File: src/rtl/hpt_pkg.sv
// Shared types for the hashed page table walker.
package hpt_pkg;
    // Walk phases: idle, head pointer read, element VPN/frame/next reads.
    typedef enum logic [2:0] {
        ST_IDLE,
        ST_HEAD,
        ST_VPN,
        ST_FRM,
        ST_NEXT
    } walk_st_t;
endpackage

File: src/rtl/hpt_hash.sv
// Bucket index generator.
// XORs the upper and lower halves of the page number, then folds the
// result down to IDX_W bits by XORing bit i into bit (i mod IDX_W).
// Assumes VPN_W is even and VPN_W/2 >= IDX_W. Purely combinational.
module hpt_hash #(
    parameter int VPN_W = 20,
    parameter int IDX_W = 8
) (
    input  logic [VPN_W-1:0] vpn,
    output logic [IDX_W-1:0] idx
);
    localparam int HALF = VPN_W / 2;

    logic [HALF-1:0] mix;

    assign mix = vpn[VPN_W-1:HALF] ^ vpn[HALF-1:0];

    // Fold the mixed half-word down to the bucket index width.
    always_comb begin
        idx = '0;
        for (int i = 0; i < HALF; i++) begin
            idx[i % IDX_W] = idx[i % IDX_W] ^ mix[i];
        end
    end
endmodule

File: src/rtl/hpt_rd_unit.sv
// Single-outstanding memory read sequencer.
// A start pulse launches one read; the request stays valid with a fixed
// address until ready, then the unit waits for one response beat and
// reports it through got/got_data. Assumes the response arrives at least
// one cycle after the request handshake and that start is only pulsed
// while no read is pending (or in the same cycle as got).
module hpt_rd_unit #(
    parameter int ADDR_W = 32,
    parameter int DATA_W = 32
) (
    input  logic              clk,
    input  logic              rst_n,
    input  logic              start,
    input  logic [ADDR_W-1:0] start_addr,
    output logic              got,
    output logic [DATA_W-1:0] got_data,
    output logic              mem_rd_valid,
    output logic [ADDR_W-1:0] mem_rd_addr,
    input  logic              mem_rd_ready,
    input  logic              mem_rsp_valid,
    input  logic [DATA_W-1:0] mem_rsp_data
);
    logic waiting;

    assign got      = waiting && mem_rsp_valid;
    assign got_data = mem_rsp_data;

    // Request/response phase tracking for the single outstanding read.
    always_ff @(posedge clk) begin
        if (!rst_n) begin
            mem_rd_valid <= 1'b0;
            mem_rd_addr  <= '0;
            waiting      <= 1'b0;
        end else begin
            if (got) begin
                waiting <= 1'b0;
            end
            if (mem_rd_valid && mem_rd_ready) begin
                mem_rd_valid <= 1'b0;
                waiting      <= 1'b1;
            end
            if (start) begin
                mem_rd_valid <= 1'b1;
                mem_rd_addr  <= start_addr;
            end
        end
    end


    rd_hold_chk: assert property (@(posedge clk) disable iff (!rst_n)
        (mem_rd_valid && !mem_rd_ready) |=> (mem_rd_valid && $stable(mem_rd_addr)));


    rd_single_chk: assert property (@(posedge clk) disable iff (!rst_n)
        start |-> (!mem_rd_valid && (!waiting || got)));
endmodule

File: src/rtl/hpt_hop_ctr.sv
// Chain element counter.
// Counts compared elements of the current lookup and flags when the
// configured maximum has been reached. Cleared at the start of each lookup.
module hpt_hop_ctr #(
    parameter int MAX_HOPS = 16
) (
    input  logic clk,
    input  logic rst_n,
    input  logic clr,
    input  logic inc,
    output logic at_limit
);
    localparam int HOP_W = $clog2(MAX_HOPS + 1);

    logic [HOP_W-1:0] cnt;

    assign at_limit = (cnt == HOP_W'(MAX_HOPS));

    // Element count for the lookup in progress.
    always_ff @(posedge clk) begin
        if (!rst_n) begin
            cnt <= '0;
        end else if (clr) begin
            cnt <= '0;
        end else if (inc) begin
            cnt <= cnt + HOP_W'(1);
        end
    end


    hop_cap_chk: assert property (@(posedge clk) disable iff (!rst_n)
        cnt <= HOP_W'(MAX_HOPS));


    hop_no_inc_at_cap_chk: assert property (@(posedge clk) disable iff (!rst_n)
        inc |-> !at_limit);
endmodule

File: src/rtl/hpt_walker.sv
// Hashed page table chain walker (top).
// Hashes the request VPN to a bucket, reads the head pointer, then walks
// the chain of {vpn, frame, next} elements until a match, a zero pointer,
// or MAX_HOPS compared elements. Frame words are fetched only for the
// matching element. Assumes a memory returning one response per accepted
// read, no earlier than the cycle after the handshake.
module hpt_walker #(
    parameter int VPN_W     = 20,
    parameter int ADDR_W    = 32,
    parameter int DATA_W    = 32,
    parameter int N_BUCKETS = 256,
    parameter int MAX_HOPS  = 16
) (
    input  logic              clk,
    input  logic              rst_n,
    input  logic              req_valid,
    input  logic [VPN_W-1:0]  req_vpn,
    input  logic [ADDR_W-1:0] req_base,
    output logic              busy,
    output logic              done,
    output logic              hit,
    output logic              miss,
    output logic              err,
    output logic [DATA_W-1:0] frame,
    output logic              mem_rd_valid,
    output logic [ADDR_W-1:0] mem_rd_addr,
    input  logic              mem_rd_ready,
    input  logic              mem_rsp_valid,
    input  logic [DATA_W-1:0] mem_rsp_data
);
    import hpt_pkg::*;

    localparam int IDX_W = $clog2(N_BUCKETS);
    localparam logic [ADDR_W-1:0] FRM_OFS  = ADDR_W'(4);
    localparam logic [ADDR_W-1:0] NEXT_OFS = ADDR_W'(8);

    walk_st_t          st;
    logic [VPN_W-1:0]  vpn_q;
    logic [ADDR_W-1:0] cur_ptr;
    logic [IDX_W-1:0]  bkt_idx;
    logic              rd_start;
    logic [ADDR_W-1:0] rd_addr;
    logic              got;
    logic [DATA_W-1:0] got_data;
    logic              hop_clr;
    logic              hop_inc;
    logic              at_limit;
    logic              vpn_match;
    logic              ptr_null;

    hpt_hash #(.VPN_W(VPN_W), .IDX_W(IDX_W)) u_hash (
        .vpn (req_vpn),
        .idx (bkt_idx)
    );

    hpt_rd_unit #(.ADDR_W(ADDR_W), .DATA_W(DATA_W)) u_rd (
        .clk           (clk),
        .rst_n         (rst_n),
        .start         (rd_start),
        .start_addr    (rd_addr),
        .got           (got),
        .got_data      (got_data),
        .mem_rd_valid  (mem_rd_valid),
        .mem_rd_addr   (mem_rd_addr),
        .mem_rd_ready  (mem_rd_ready),
        .mem_rsp_valid (mem_rsp_valid),
        .mem_rsp_data  (mem_rsp_data)
    );

    hpt_hop_ctr #(.MAX_HOPS(MAX_HOPS)) u_hops (
        .clk      (clk),
        .rst_n    (rst_n),
        .clr      (hop_clr),
        .inc      (hop_inc),
        .at_limit (at_limit)
    );

    assign busy      = (st != ST_IDLE);
    assign vpn_match = (got_data == DATA_W'(vpn_q));
    assign ptr_null  = (got_data == '0);

    // Pick the next read address and the hop counter controls for this cycle.
    always_comb begin
        rd_start = 1'b0;
        rd_addr  = '0;
        hop_clr  = 1'b0;
        hop_inc  = 1'b0;
        case (st)
            ST_IDLE: begin
                if (req_valid) begin
                    rd_start = 1'b1;
                    rd_addr  = req_base + (ADDR_W'(bkt_idx) << 2);
                    hop_clr  = 1'b1;
                end
            end
            ST_HEAD: begin
                if (got && !ptr_null) begin
                    rd_start = 1'b1;
                    rd_addr  = ADDR_W'(got_data);
                end
            end
            ST_VPN: begin
                if (got) begin
                    rd_start = 1'b1;
                    if (vpn_match) begin
                        rd_addr = cur_ptr + FRM_OFS;
                    end else begin
                        rd_addr = cur_ptr + NEXT_OFS;
                        hop_inc = 1'b1;
                    end
                end
            end
            ST_NEXT: begin
                if (got && !ptr_null && !at_limit) begin
                    rd_start = 1'b1;
                    rd_addr  = ADDR_W'(got_data);
                end
            end
            default: ;
        endcase
    end

    // Walk state, current element pointer and the result flags.
    always_ff @(posedge clk) begin
        if (!rst_n) begin
            st      <= ST_IDLE;
            vpn_q   <= '0;
            cur_ptr <= '0;
            done    <= 1'b0;
            hit     <= 1'b0;
            miss    <= 1'b0;
            err     <= 1'b0;
            frame   <= '0;
        end else begin
            done <= 1'b0;
            hit  <= 1'b0;
            miss <= 1'b0;
            err  <= 1'b0;
            case (st)
                ST_IDLE: begin
                    if (req_valid) begin
                        vpn_q <= req_vpn;
                        st    <= ST_HEAD;
                    end
                end
                ST_HEAD: begin
                    if (got) begin
                        if (ptr_null) begin
                            done <= 1'b1;
                            miss <= 1'b1;
                            st   <= ST_IDLE;
                        end else begin
                            cur_ptr <= ADDR_W'(got_data);
                            st      <= ST_VPN;
                        end
                    end
                end
                ST_VPN: begin
                    if (got) begin
                        st <= vpn_match ? ST_FRM : ST_NEXT;
                    end
                end
                ST_FRM: begin
                    if (got) begin
                        frame <= got_data;
                        done  <= 1'b1;
                        hit   <= 1'b1;
                        st    <= ST_IDLE;
                    end
                end
                ST_NEXT: begin
                    if (got) begin
                        if (ptr_null) begin
                            done <= 1'b1;
                            miss <= 1'b1;
                            st   <= ST_IDLE;
                        end else if (at_limit) begin
                            done <= 1'b1;
                            err  <= 1'b1;
                            st   <= ST_IDLE;
                        end else begin
                            cur_ptr <= ADDR_W'(got_data);
                            st      <= ST_VPN;
                        end
                    end
                end
                default: st <= ST_IDLE;
            endcase
        end
    end


    done_onehot_chk: assert property (@(posedge clk) disable iff (!rst_n)
        done |-> $onehot({hit, miss, err}));


    flags_only_done_chk: assert property (@(posedge clk) disable iff (!rst_n)
        !done |-> !(hit || miss || err));


    done_pulse_chk: assert property (@(posedge clk) disable iff (!rst_n)
        done |=> !done);


    done_after_busy_chk: assert property (@(posedge clk) disable iff (!rst_n)
        $rose(done) |-> (!busy && $past(busy)));


    busy_req_ignored_chk: assert property (@(posedge clk) disable iff (!rst_n)
        (busy && req_valid) |=> $stable(vpn_q));


    frame_hold_chk: assert property (@(posedge clk) disable iff (!rst_n)
        !hit |-> $stable(frame));
endmodule

File: config.mk
export PLATFORM = sky130hd
export DESIGN_NAME = hpt_walker
export DESIGN_NICKNAME = d
export VERILOG_FILES = /design/src/rtl/hpt_pkg.sv /design/src/rtl/hpt_hash.sv /design/src/rtl/hpt_rd_unit.sv /design/src/rtl/hpt_hop_ctr.sv /design/src/rtl/hpt_walker.sv
export SDC_FILE = /design/constraint.sdc
export NUM_CORES = 1
export LEC_CHECK = 0
export BUFFER_PORTS_ARGS = -buffer_cell sky130_fd_sc_hd__buf_2
export CORE_UTILIZATION = 53
export DETAILED_ROUTE_END_ITERATION = 8
export PLACE_DENSITY = 0.79
export SLEW_MARGIN = 20
export SYNTH_ARGS = -nofsm -noshare
export SYNTH_HDL_FRONTEND = slang
export SYNTH_SLANG_ARGS = --single-unit
export TNS_END_PERCENT = 5
File: constraint.sdc
create_clock -name clk -period 3.2 [get_ports clk]
set_input_delay 0.48 -clock clk [delete_from_list [all_inputs] [get_ports clk]]
set_output_delay 0.48 -clock clk [all_outputs]
set_load 0.02 [all_outputs]
==> metrics.txt <==
Seq/Total Area, Yosys between 30% and 40%; 1st-pass router iterations 7; WL per Instance around 18 um; Placeable Area 12600 sq um; Hold Path Class input port to flop; Max-Slew Margin vs Limit 62.6%; Leak approximately 3.3 nW; height of the die about 120 um; DP HPWL 15.2 mm; required time of the critical path ~3500 ps; drt initial violations around 850; # DRC 0; share of cells above drive strength 1 between 20% and 30%; VDD IR max 0.354 mV; num rows 41; Final Worst Setup Slack 507 ps; maximum clock insertion buffer count 2; vias between 7000 and 8000; outcome completed; H-tree levels 4; cell count along the critical path 14; critical path class input port to flop; Clk Latency, worst-skew pair 420 ps; GRT overflow 0; GRT Total Usage 32.5%; number of global-route vias before repair around 6200; Critical Path End Type flop; clock sink count 130; buffers and inverters on the worst path 3; largest net degree at the start of global routing between 50 and 60; Tcrit/Tclk final a little over four fifths; first-pass GRT wire length between 30 and 40 mm; WL final 21.2 mm; R2R depth 7; synthesized instance count around 860; via-per-instance ratio 5.93; Avg Cell Area, Syn 7.92 sq um; Setup TNS 0 ps; boundary pin count 159; FFs w/ async S/R, synth 0%; final antenna-violating net count 0; CP cell instances buf_2 > xnor2_1 > xnor2_1 > ha_1 > inv_1 > fa_1 > nor2b_1 > o31a_1 > o21ai_0 > buf_4 > nor4_1 > xnor2_1 > nor2_1 > o31a_1; Clock Pin Slew Worst Setup and Hold Paths 60 ps; yosys synthesis warning count 0; worst path arrival time 3000 ps; CP Launch Type input port; Tmin final 2690 ps; initial antenna violation count 0; Max-Cap Viols 0; EDFF count, synth 0; #FFs+latches synth 130; Cells on Worst Hold Path 3; fin nets 1118; Placement Setup Slack 71.6 ps; Initial Util 54.3%; Inserted Clock Buffers 17; final core occ about two thirds; Antenna Cells 0; final hold vios 0; synth unique cells 68; Clock Skews 6.24 ps; syn nets 966; hold_buf cts 0; Final Total Pwr roughly 4.4 mW; postcts setup bufs 0; Slew @ Worst Pin 560 ps; RSZ-0062 raised after global routing no; Post-CTS Resized 0; highest clock rate 0.371 GHz; Die ar. 13400 sq um; Pwr Density 521 nW/um^2; Syn Std Cell Area 6850 sq um; CP most frequent cell xnor2_1; CTS tree yes; Area Growth Syn to Fin 23.8%; Chip Width about 120 um; Placer Congestion 0.927; Port Buffers 158; CTS root buffer clkbuf_16; delay of the slowest critical-path stage 400 ps; endpoints failing setup 0; Final Max Slew Viols 0; dpl cell area 7850 sq um; worst-path maximum fanout 11; Crit path max-delay family adder cells; Primary FF master, synth dfxtp_1; final instance area 8480 sq um; Slowest-stage cell, CP fa_1
-- final timing paths --
kind	start	end	slack, ps
hold / removal	req_vpn[8]	vpn_q[8]	310
setup reg to reg	cur_ptr[5]	u_rd.mem_rd_addr[30]	670
hold reg to reg	frame[29]	frame[29]	450
setup / recovery	req_vpn[0]	u_rd.mem_rd_addr[30]	510
-- cells in the final DEF (no fill, tap or decap), drive strengths merged, types with 15 or more instances in the layout --
master	netlist	layout
o21ai	20	20
dfxtp	130	130
buf	5	184
clkbuf	46	20
nor4	19	19
xor2	47	47
xnor2	31	31
inv	18	17
nor3	15	15
nor2	30	30
a21oi	106	106
nand2	209	209
nand3	27	27
-- flip-flops by register name, summed over array words and instances, names as in the netlist --
register	cells
u_rd.mem_rd_valid	1
vpn_q	20
done	1
st	3
frame	32
u_rd.waiting	1
miss	1
u_hops.cnt	5
u_rd.mem_rd_addr	32
err	1
cur_ptr	32
hit	1
-- final cells by class --
| class | count | area [sq um] |
|---|---|---|
| clock buffers | 20 | 467 |
| well taps | 172 | 215 |
| flip-flops and latches | 130 | 2600 |
| fillers | 1065 | 4140 |
| inverters | 18 | 68.8 |
| multi-input cells | 665 | 3980 |
| clock inverters | 12 | 156 |
| repair buffers | 184 | 986 |
-- through the flow --
step / instances / hold WS (ps)
floorplan: 864 / 436
global placement: 1169 / 440
detailed placement: 1169 / 444
CTS: 1201 / 306
global route: 1201 / 321
finish: 1201 / 311
-- power by group --
group	total, mW	switching [mW]	internal [mW]
combinational	0.660	0.411	0.249
sequential	1.73	0.0456	1.68
clock	2.03	0.743	1.29
-- worst register-to-register path, stage by stage (launching register included) --
cell      delay, ps
dfxtp_1         430
and4_1          300
and4_4          290
nand4_4         190
or4_4           570
a211oi_2        240
o311ai_1        110
o31a_1          290
-- per-layer routing --
| layer | GRT usage (%) | part of all wire, % |
|---|---|---|
| met4 | 13.2 | 3.2 |
| met2 | 51.3 | 45 |
| met1 | 43.6 | 42 |
| met5 | 0 | 0 |
| met3 | 6.22 | 10 |
-- logic make-up after synthesis --
| logic type | count (synthesis) | synth area share (%) |
|---|---|---|
| mux | 5 | 0.822 |
| flops | 130 | 38.0 |
| fa+ha+maj | 13 | 2.49 |
| xor+xnor | 78 | 9.98 |
| compound gates | 214 | 20.2 |
| simple gates | 355 | 24.5 |
| buf+inv | 69 | 3.95 |
-- Yosys cell counts (3+ instances only) --
library cell | n | area, sq um
nand2_1 | 208 | 781
dfxtp_1 | 130 | 2600
a21oi_1 | 106 | 531
xor2_1 | 47 | 412
clkbuf_1 | 46 | 173
xnor2_1 | 31 | 272
nor2_1 | 30 | 113
nand3_1 | 25 | 125
inv_1 | 17 | 63.8
o21ai_0 | 16 | 80.1
nor4_1 | 15 | 93.8
nor3_1 | 13 | 65.1
ha_1 | 12 | 150
a222oi_1 | 11 | 110
o211ai_1 | 11 | 82.6
o22ai_1 | 11 | 68.8
and3_1 | 8 | 50.1
or3_1 | 8 | 50.1
nand4_1 | 7 | 43.8
o2111ai_1 | 7 | 61.3
a221oi_1 | 6 | 52.6
a31oi_1 | 6 | 37.5
and2_1 | 6 | 37.5
or4_1 | 6 | 45.0
a211oi_1 | 4 | 30.0
and4_1 | 4 | 35.0
nor4_2 | 4 | 50.1
o21a_1 | 4 | 30.0
o31a_1 | 4 | 35.0
a22o_1 | 3 | 26.3
a22oi_1 | 3 | 22.5
buf_2 | 3 | 15.0
mux2i_1 | 3 | 30.0
nand2b_1 | 3 | 18.8
nor2b_1 | 3 | 18.8
o21ai_1 | 3 | 15.0
(Power assumes the default switching activity.)
